--- config.mk ---
export PLATFORM = sky130hd
export DESIGN_NAME = rtc_irq_wake
export DESIGN_NICKNAME = d
export VERILOG_FILES = /design/src/rtl/rtc_wk_pkg.sv /design/src/rtl/rtc_wk_regs.sv /design/src/rtl/rtc_wk_flag.sv /design/src/rtl/rtc_wk_out.sv /design/src/rtl/rtc_irq_wake.sv
export SDC_FILE = /design/constraint.sdc
export NUM_CORES = 1
export LEC_CHECK = 0
export BUFFER_PORTS_ARGS = -buffer_cell sky130_fd_sc_hd__buf_2
export CELL_PAD_IN_SITES_DETAIL_PLACEMENT = 0
export CELL_PAD_IN_SITES_GLOBAL_PLACEMENT = 1
export CORE_UTILIZATION = 31
export CTS_BUF_LIST = sky130_fd_sc_hd__clkbuf_2 sky130_fd_sc_hd__clkbuf_4 sky130_fd_sc_hd__clkbuf_8
export CTS_CLUSTER_DIAMETER = 80
export DETAILED_ROUTE_END_ITERATION = 10
export HOLD_SLACK_MARGIN = 0.08
export PLACE_DENSITY = 0.81
export SLEW_MARGIN = 5
export SYNTH_ARGS = -nofsm -noshare
export SYNTH_HDL_FRONTEND = slang
export SYNTH_SLANG_ARGS = --single-unit
--- constraint.sdc ---
create_clock -name clk -period 1.6 [get_ports clk]
set_clock_uncertainty 0.15 [all_clocks]
set_input_delay 0.08 -clock clk [delete_from_list [all_inputs] [get_ports clk]]
set_output_delay 0.08 -clock clk [all_outputs]
set_load 0.02 [all_outputs]
--- src/rtl/rtc_wk_pkg.sv ---
package rtc_wk_pkg;
  localparam int DATA_W = 8;
  localparam int ADDR_W = 2;

  typedef enum logic [ADDR_W-1:0] {
    REG_CTRL = 2'd0,
    REG_STAT = 2'd1,
    REG_SEL  = 2'd2
  } reg_addr_e;

  // control register bit positions
  localparam int CTRL_EN   = 0;
  localparam int CTRL_POL  = 1;
  localparam int CTRL_SWW  = 2;
  localparam int CTRL_SRST = 3;
  localparam int CTRL_USED = 4;

  localparam int STAT_FLAG = 0;
endpackage

--- src/rtl/rtc_wk_regs.sv ---
module rtc_wk_regs
  import rtc_wk_pkg::*;
#(
  parameter int SEL_W = 3,
  parameter logic [SEL_W-1:0] SEL_DEFAULT = 3'b001
) (
  input  logic              clk,
  input  logic              rst_n,
  input  logic              stby_n,
  input  logic              bus_wr,
  input  logic [ADDR_W-1:0] bus_addr,
  input  logic [DATA_W-1:0] bus_wdata,
  input  logic              flag_i,
  output logic              irq_en_o,
  output logic              pol_o,
  output logic              sww_o,
  output logic [SEL_W-1:0]  sel_o,
  output logic              srst_o,
  output logic              clr_o,
  output logic [DATA_W-1:0] rdata_o
);
  logic wr_ok, ctrl_wr, sel_wr;
  logic srst_q;
  logic unused_wdata;

  assign wr_ok   = bus_wr & stby_n;
  assign ctrl_wr = wr_ok && (bus_addr == REG_CTRL);
  assign sel_wr  = wr_ok && (bus_addr == REG_SEL);
  assign clr_o   = wr_ok && (bus_addr == REG_STAT) && bus_wdata[STAT_FLAG];
  // soft reset fires on the write that takes the armed bit back to 0
  assign srst_o  = ctrl_wr && srst_q && !bus_wdata[CTRL_SRST];
  assign unused_wdata = ^bus_wdata[DATA_W-1:CTRL_USED];

  // enable and polarity live outside the system reset on purpose
  always_ff @(posedge clk) begin
    if (srst_o)       irq_en_o <= 1'b0;
    else if (ctrl_wr) irq_en_o <= bus_wdata[CTRL_EN];
  end

  always_ff @(posedge clk) begin
    if (ctrl_wr) pol_o <= bus_wdata[CTRL_POL];
  end

  always_ff @(posedge clk or negedge rst_n) begin
    if (!rst_n) begin
      sww_o  <= 1'b0;
      srst_q <= 1'b0;
      sel_o  <= SEL_DEFAULT;
    end else begin
      if (ctrl_wr) begin
        sww_o  <= bus_wdata[CTRL_SWW];
        srst_q <= bus_wdata[CTRL_SRST];
      end
      if (srst_o)      sel_o <= SEL_DEFAULT;
      else if (sel_wr) sel_o <= bus_wdata[SEL_W-1:0];
    end
  end

  always_comb begin
    rdata_o = '0;
    unique case (bus_addr)
      REG_CTRL: begin
        rdata_o[CTRL_EN]   = irq_en_o;
        rdata_o[CTRL_POL]  = pol_o;
        rdata_o[CTRL_SWW]  = sww_o;
        rdata_o[CTRL_SRST] = srst_q;
      end
      REG_STAT: rdata_o[STAT_FLAG] = flag_i;
      REG_SEL:  rdata_o[SEL_W-1:0] = sel_o;
      default:  rdata_o = '0;
    endcase
  end

  AST_SRST_DEFAULTS: assert property (@(posedge clk) disable iff (!rst_n)
    srst_o |=> (!irq_en_o && sel_o == SEL_DEFAULT));

  AST_STBY_FREEZE: assert property (@(posedge clk) disable iff (!rst_n)
    (!stby_n && !$isunknown({irq_en_o, pol_o}))
      |=> ($stable(irq_en_o) && $stable(pol_o) && $stable(sel_o) && $stable(sww_o)));
endmodule

--- src/rtl/rtc_wk_flag.sv ---
module rtc_wk_flag #(
  parameter int NUM_TICK = 8,
  parameter int SEL_W    = $clog2(NUM_TICK)
) (
  input  logic                clk,
  input  logic                rst_n,
  input  logic [NUM_TICK-1:0] tick_i,
  input  logic [SEL_W-1:0]    sel_i,
  input  logic                clr_i,
  input  logic                srst_i,
  output logic                flag_o
);
  logic [NUM_TICK-1:0] hit_vec;
  logic                hit;

  for (genvar i = 0; i < NUM_TICK; i++) begin : g_tap
    assign hit_vec[i] = tick_i[i] && (sel_i == SEL_W'(i));
  end
  assign hit = |hit_vec;

  // no system reset: the flag survives it; soft reset > event > clear
  always_ff @(posedge clk) begin
    if (srst_i)     flag_o <= 1'b0;
    else if (hit)   flag_o <= 1'b1;
    else if (clr_i) flag_o <= 1'b0;
  end

  AST_TICK_SETS: assert property (@(posedge clk) disable iff (!rst_n)
    (tick_i[sel_i] && !srst_i) |=> flag_o);

  AST_W1C_CLEARS: assert property (@(posedge clk) disable iff (!rst_n)
    (clr_i && !tick_i[sel_i] && !srst_i) |=> !flag_o);

  AST_SET_BEATS_CLEAR: assert property (@(posedge clk) disable iff (!rst_n)
    (clr_i && tick_i[sel_i] && !srst_i) |=> flag_o);

  AST_SRST_FLAG: assert property (@(posedge clk) disable iff (!rst_n)
    srst_i |=> !flag_o);
endmodule

--- src/rtl/rtc_wk_out.sv ---
module rtc_wk_out (
  input  logic clk,
  input  logic rst_n,
  input  logic flag_i,
  input  logic en_i,
  input  logic sww_i,
  input  logic pol_i,
  output logic irq_o,
  output logic wake_o
);
  logic wake_req;

  assign irq_o    = flag_i & en_i;
  assign wake_req = irq_o | sww_i;
  assign wake_o   = pol_i ? ~wake_req : wake_req;

  AST_IRQ_WAKE_LEVEL: assert property (@(posedge clk) disable iff (!rst_n)
    (irq_o && !$isunknown(pol_i)) |-> (wake_o == !pol_i));

  AST_SWW_WAKE: assert property (@(posedge clk) disable iff (!rst_n)
    (sww_i && !$isunknown(pol_i)) |-> (wake_o == !pol_i));

  AST_IRQ_GATED: assert property (@(posedge clk) disable iff (!rst_n)
    (!en_i) |-> !irq_o);
endmodule

--- src/rtl/rtc_irq_wake.sv ---
module rtc_irq_wake
  import rtc_wk_pkg::*;
#(
  parameter int NUM_TICK = 8,
  parameter int SEL_W    = $clog2(NUM_TICK)
) (
  input  logic                clk,
  input  logic                rst_n,
  input  logic                stby_n,
  input  logic [NUM_TICK-1:0] tick_i,
  input  logic                bus_wr,
  input  logic [ADDR_W-1:0]   bus_addr,
  input  logic [DATA_W-1:0]   bus_wdata,
  output logic [DATA_W-1:0]   bus_rdata,
  output logic                irq_o,
  output logic                wake_o
);
  localparam logic [SEL_W-1:0] SEL_DEF = SEL_W'(1);

  logic             flag, irq_en, pol, sww, srst, clr;
  logic [SEL_W-1:0] sel;

  rtc_wk_regs #(.SEL_W(SEL_W), .SEL_DEFAULT(SEL_DEF)) u_regs (
    .clk(clk), .rst_n(rst_n), .stby_n(stby_n),
    .bus_wr(bus_wr), .bus_addr(bus_addr), .bus_wdata(bus_wdata),
    .flag_i(flag), .irq_en_o(irq_en), .pol_o(pol), .sww_o(sww),
    .sel_o(sel), .srst_o(srst), .clr_o(clr), .rdata_o(bus_rdata)
  );

  rtc_wk_flag #(.NUM_TICK(NUM_TICK), .SEL_W(SEL_W)) u_flag (
    .clk(clk), .rst_n(rst_n), .tick_i(tick_i), .sel_i(sel),
    .clr_i(clr), .srst_i(srst), .flag_o(flag)
  );

  rtc_wk_out u_out (
    .clk(clk), .rst_n(rst_n), .flag_i(flag), .en_i(irq_en),
    .sww_i(sww), .pol_i(pol), .irq_o(irq_o), .wake_o(wake_o)
  );

  AST_WAKE_HOLD: assert property (@(posedge clk) disable iff (!rst_n)
    (irq_o && !clr && !srst && stby_n && !bus_wr) |=> irq_o);
endmodule

==> results.json <==
{
  "outcome": "finished with violations",
  "violations": "design-rule violations",
  "finalSetupViolCount": 0,
  "crit_family": "multiplexers",
  "avgRoutedWirePerCell_um": 10.9,
  "crit_buf_inv": 0,
  "h-tree-depth": 1,
  "synth_simple_gate_area_share_pct": 17.6,
  "wl_um": 1040,
  "synth.avg_cell_area_um2": 10.7,
  "yosysTopAreaCell": "dfrtp_1",
  "place_inst": 85,
  "synth_xor_area_share_pct": 1.64,
  "p_leak_nw": 0.362,
  "multiInputGateArea_um2": 293,
  "crit_path_end_kind": "flip-flop",
  "nets": 102,
  "die-area_um2": 1890,
  "floorplan.rows": 14,
  "path_class": "flip-flop to flip-flop",
  "total_power_w": 0.000718,
  "synth_compound_area_share_pct": 5.63,
  "num_io_pins": 32,
  "slew_viol_final": 0,
  "synth-seq-cells": 8,
  "synth_top_area_share_pct": 18.8,
  "startpoint_type": "flip-flop",
  "crit-reg2reg-launch": "u_regs.sel_o[1]",
  "critPathRequiredTime_ns": 1.65,
  "hold_end": "u_regs.sel_o[2]",
  "finalHoldViolations": 0,
  "maxCapViolCount": 0,
  "regToRegEndpoint": "u_flag.flag_o",
  "cp_max_fo": 6,
  "yosys_warnings": 0,
  "path_cells": "mux2i_1 -> mux4_2 -> a21oi_2",
  "numCtsBuffers": 3,
  "pwr-share-comb_pct": 32.8,
  "clk_pin_slew_ns": 0.06,
  "p_sw_w": 0.000231,
  "drt_iter0_drc": 7,
  "rrSetupSlack_ns": 0.16,
  "drt_first_pass_iters": 6,
  "post-route-drc-count": 4,
  "synthCells": 50,
  "internal-power_w": 0.000487,
  "hold_start": "stby_n",
  "fill_cells": 144,
  "grt-ovfl-total": 0,
  "drive_gt1_share_pct": 41.8,
  "synth.distinct_cells": 24,
  "die_h_um": 43.5,
  "antenna_found_initial": 0,
  "die_w_um": 43.5,
  "grt_pass1_wl_um": 1730,
  "routabilityCongestion": 0.695,
  "layout_commonest_cell": "buf_2",
  "cts-root-buf": "clkbuf_4",
  "via_per_inst": 4.75,
  "clk_latency_ns": 0.27,
  "slowest_stage": "mux4_2",
  "grt_pass1_vias": 401,
  "layout_common_cells": "buf_2, mux2i_1, nor2_1",
  "finalNonFillerCells": 95,
  "port_buffers": 23,
  "holdPathStages": 4,
  "ant_nets": 0,
  "seq_area_frac_synth_pct": 36.9,
  "slowest_delay_ns": 0.49,
  "rsz0062_at_grt": "no",
  "vias": 451,
  "synth_area_leaders": "dfrtp_1, mux2i_1, dfxtp_1",
  "worstRegToRegCells": 3,
  "muxShareOfSynthArea_pct": 27.2,
  "syn-cell-area_um2": 533,
  "finalCriticalPeriod_ns": 1.44,
  "power_frac_seq_pct": 40.8,
  "grt_usage_pct": 13.1,
  "synth_top_family_by_area": "multiplexers",
  "p_sw_share_pct": 32.2,
  "power_density_nw_per_um2": 1000,
  "core_um2": 1560,
  "ir_drop_v": 0.000334,
  "max_freq_mhz": 694,
  "hp-class": "primary input to flip-flop",
  "cts_sinks": 8,
  "cts_setup_buffers": 0,
  "yosys.area_share.adder_pct": 0,
  "cts_tree": "yes",
  "seq_area_um2": 196,
  "setup_tns_ns": 0,
  "clkPwrFrac_pct": 26.4,
  "period_share_pct": 90.1,
  "initial_core_util_pct": 34.2,
  "syn_to_final_growth_pct": 34.7,
  "cp.arrival_ns": 1.49,
  "grt_max_degree": 9,
  "diodes": 0,
  "cts_buffer_depth": 2
}
through the flow:
step | utilization (%) | cell area [um2] | worst slack, ns | hold slack (ns)
6_report | 46.1 | 718 | 0.159 | 0.0819
5_1_grt | 46.1 | 718 | 0.0787 | 0.117
4_1_cts | 46.1 | 718 | 0.150 | 0.0902
3_5_place_dp | 40.3 | 628 | 0.183 | -0.250
3_3_place_gp | 40.3 | 628 | 0.177 | -0.251
2_1_floorplan | - | 544 | 0.230 | -0.366
kinds of logic (layout without fill, tap and decap cells):
logic type             Yosys count  in the layout
AND/OR/NAND/NOR                 15             15
multiplexers                    13             13
flip-flops                       8              8
buffers and inverters            8             34
AO/OA/AOI/OAI                    4              4
other                            1              4
XOR/XNOR                         1              1
worst max-delay path by stage:
stage / cells after the start / startpoint / to
after floorplan: 4 / u_regs.sel_o[1] / u_flag.flag_o
after global placement: 3 / u_regs.sel_o[1] / u_flag.flag_o
after detailed placement: 3 / u_regs.sel_o[1] / u_flag.flag_o
after CTS: 3 / u_regs.sel_o[1] / u_flag.flag_o
after global routing: 3 / u_regs.sel_o[1] / u_flag.flag_o
final: 3 / u_regs.sel_o[1] / u_flag.flag_o
metal layers:
| layer | routed length [um] | global-route usage (%) | up-vias |
|---|---|---|---|
| met5 | 0 | 0 | - |
| met4 | 38 | 9.38 | 0 |
| met3 | 49 | 2.50 | 5 |
| met2 | 508 | 20.9 | 16 |
| met1 | 442 | 15.7 | 204 |
| li1 | - | - | 226 |
worst reg2reg max path: cells and delay by family (launching register included):
kind	cells	cell delay, ns
AO/OA/AOI/OAI	1	0.12
multiplexers	2	0.64
flip-flops	1	0.46
flip-flops by register name, indices dropped and copies added, names as in the netlist:
signal,flops
u_flag.flag_o,1
u_regs.irq_en_o,1
u_regs.pol_o,1
u_regs.sel_o,3
u_regs.srst_q,1
u_regs.sww_o,1
layout make-up:
cell class / instances / share of cell area [%]
Multi-Input combinational cell: 37 / 40.8
Sequential cell: 8 / 27.4
Timing Repair Buffer: 29 / 24.4
Clock buffer: 4 / 4.18
Tap cell: 16 / 2.79
Inverter: 1 / 0.523
power by group through the flow:
stage	Sequential, W	Clock (W)	Combinational, W
floorplan	0.000275	0	0.000199
global placement	0.000296	0	0.000224
detailed placement	0.000297	0	0.000227
CTS	0.000293	0.000194	0.000238
global route	0.000304	0.000203	0.000257
finish	0.000293	0.000190	0.000236
timing repair:
action,in CTS,in global routing
hold buffers,6,0
endpoints found under the hold margin,13,0
endpoints found under the setup margin,0,0
resized for setup,0,0
cell usage after synthesis, drive strengths merged:
cell type	number
o21ai	1
xnor2	1
edfxtp	1
inv	1
and4bb	1
a211o	1
dfstp	1
nor2	7
dfxtp	2
nor3b	2
and2	1
o31ai	1
nand3b	1
nand4b	1
a21oi	1
buf	7
mux4	1
nand2	2
mux2i	10
dfrtp	4
conb	1
mux2	2
Note: power is estimated with default switching activity, not from simulation.
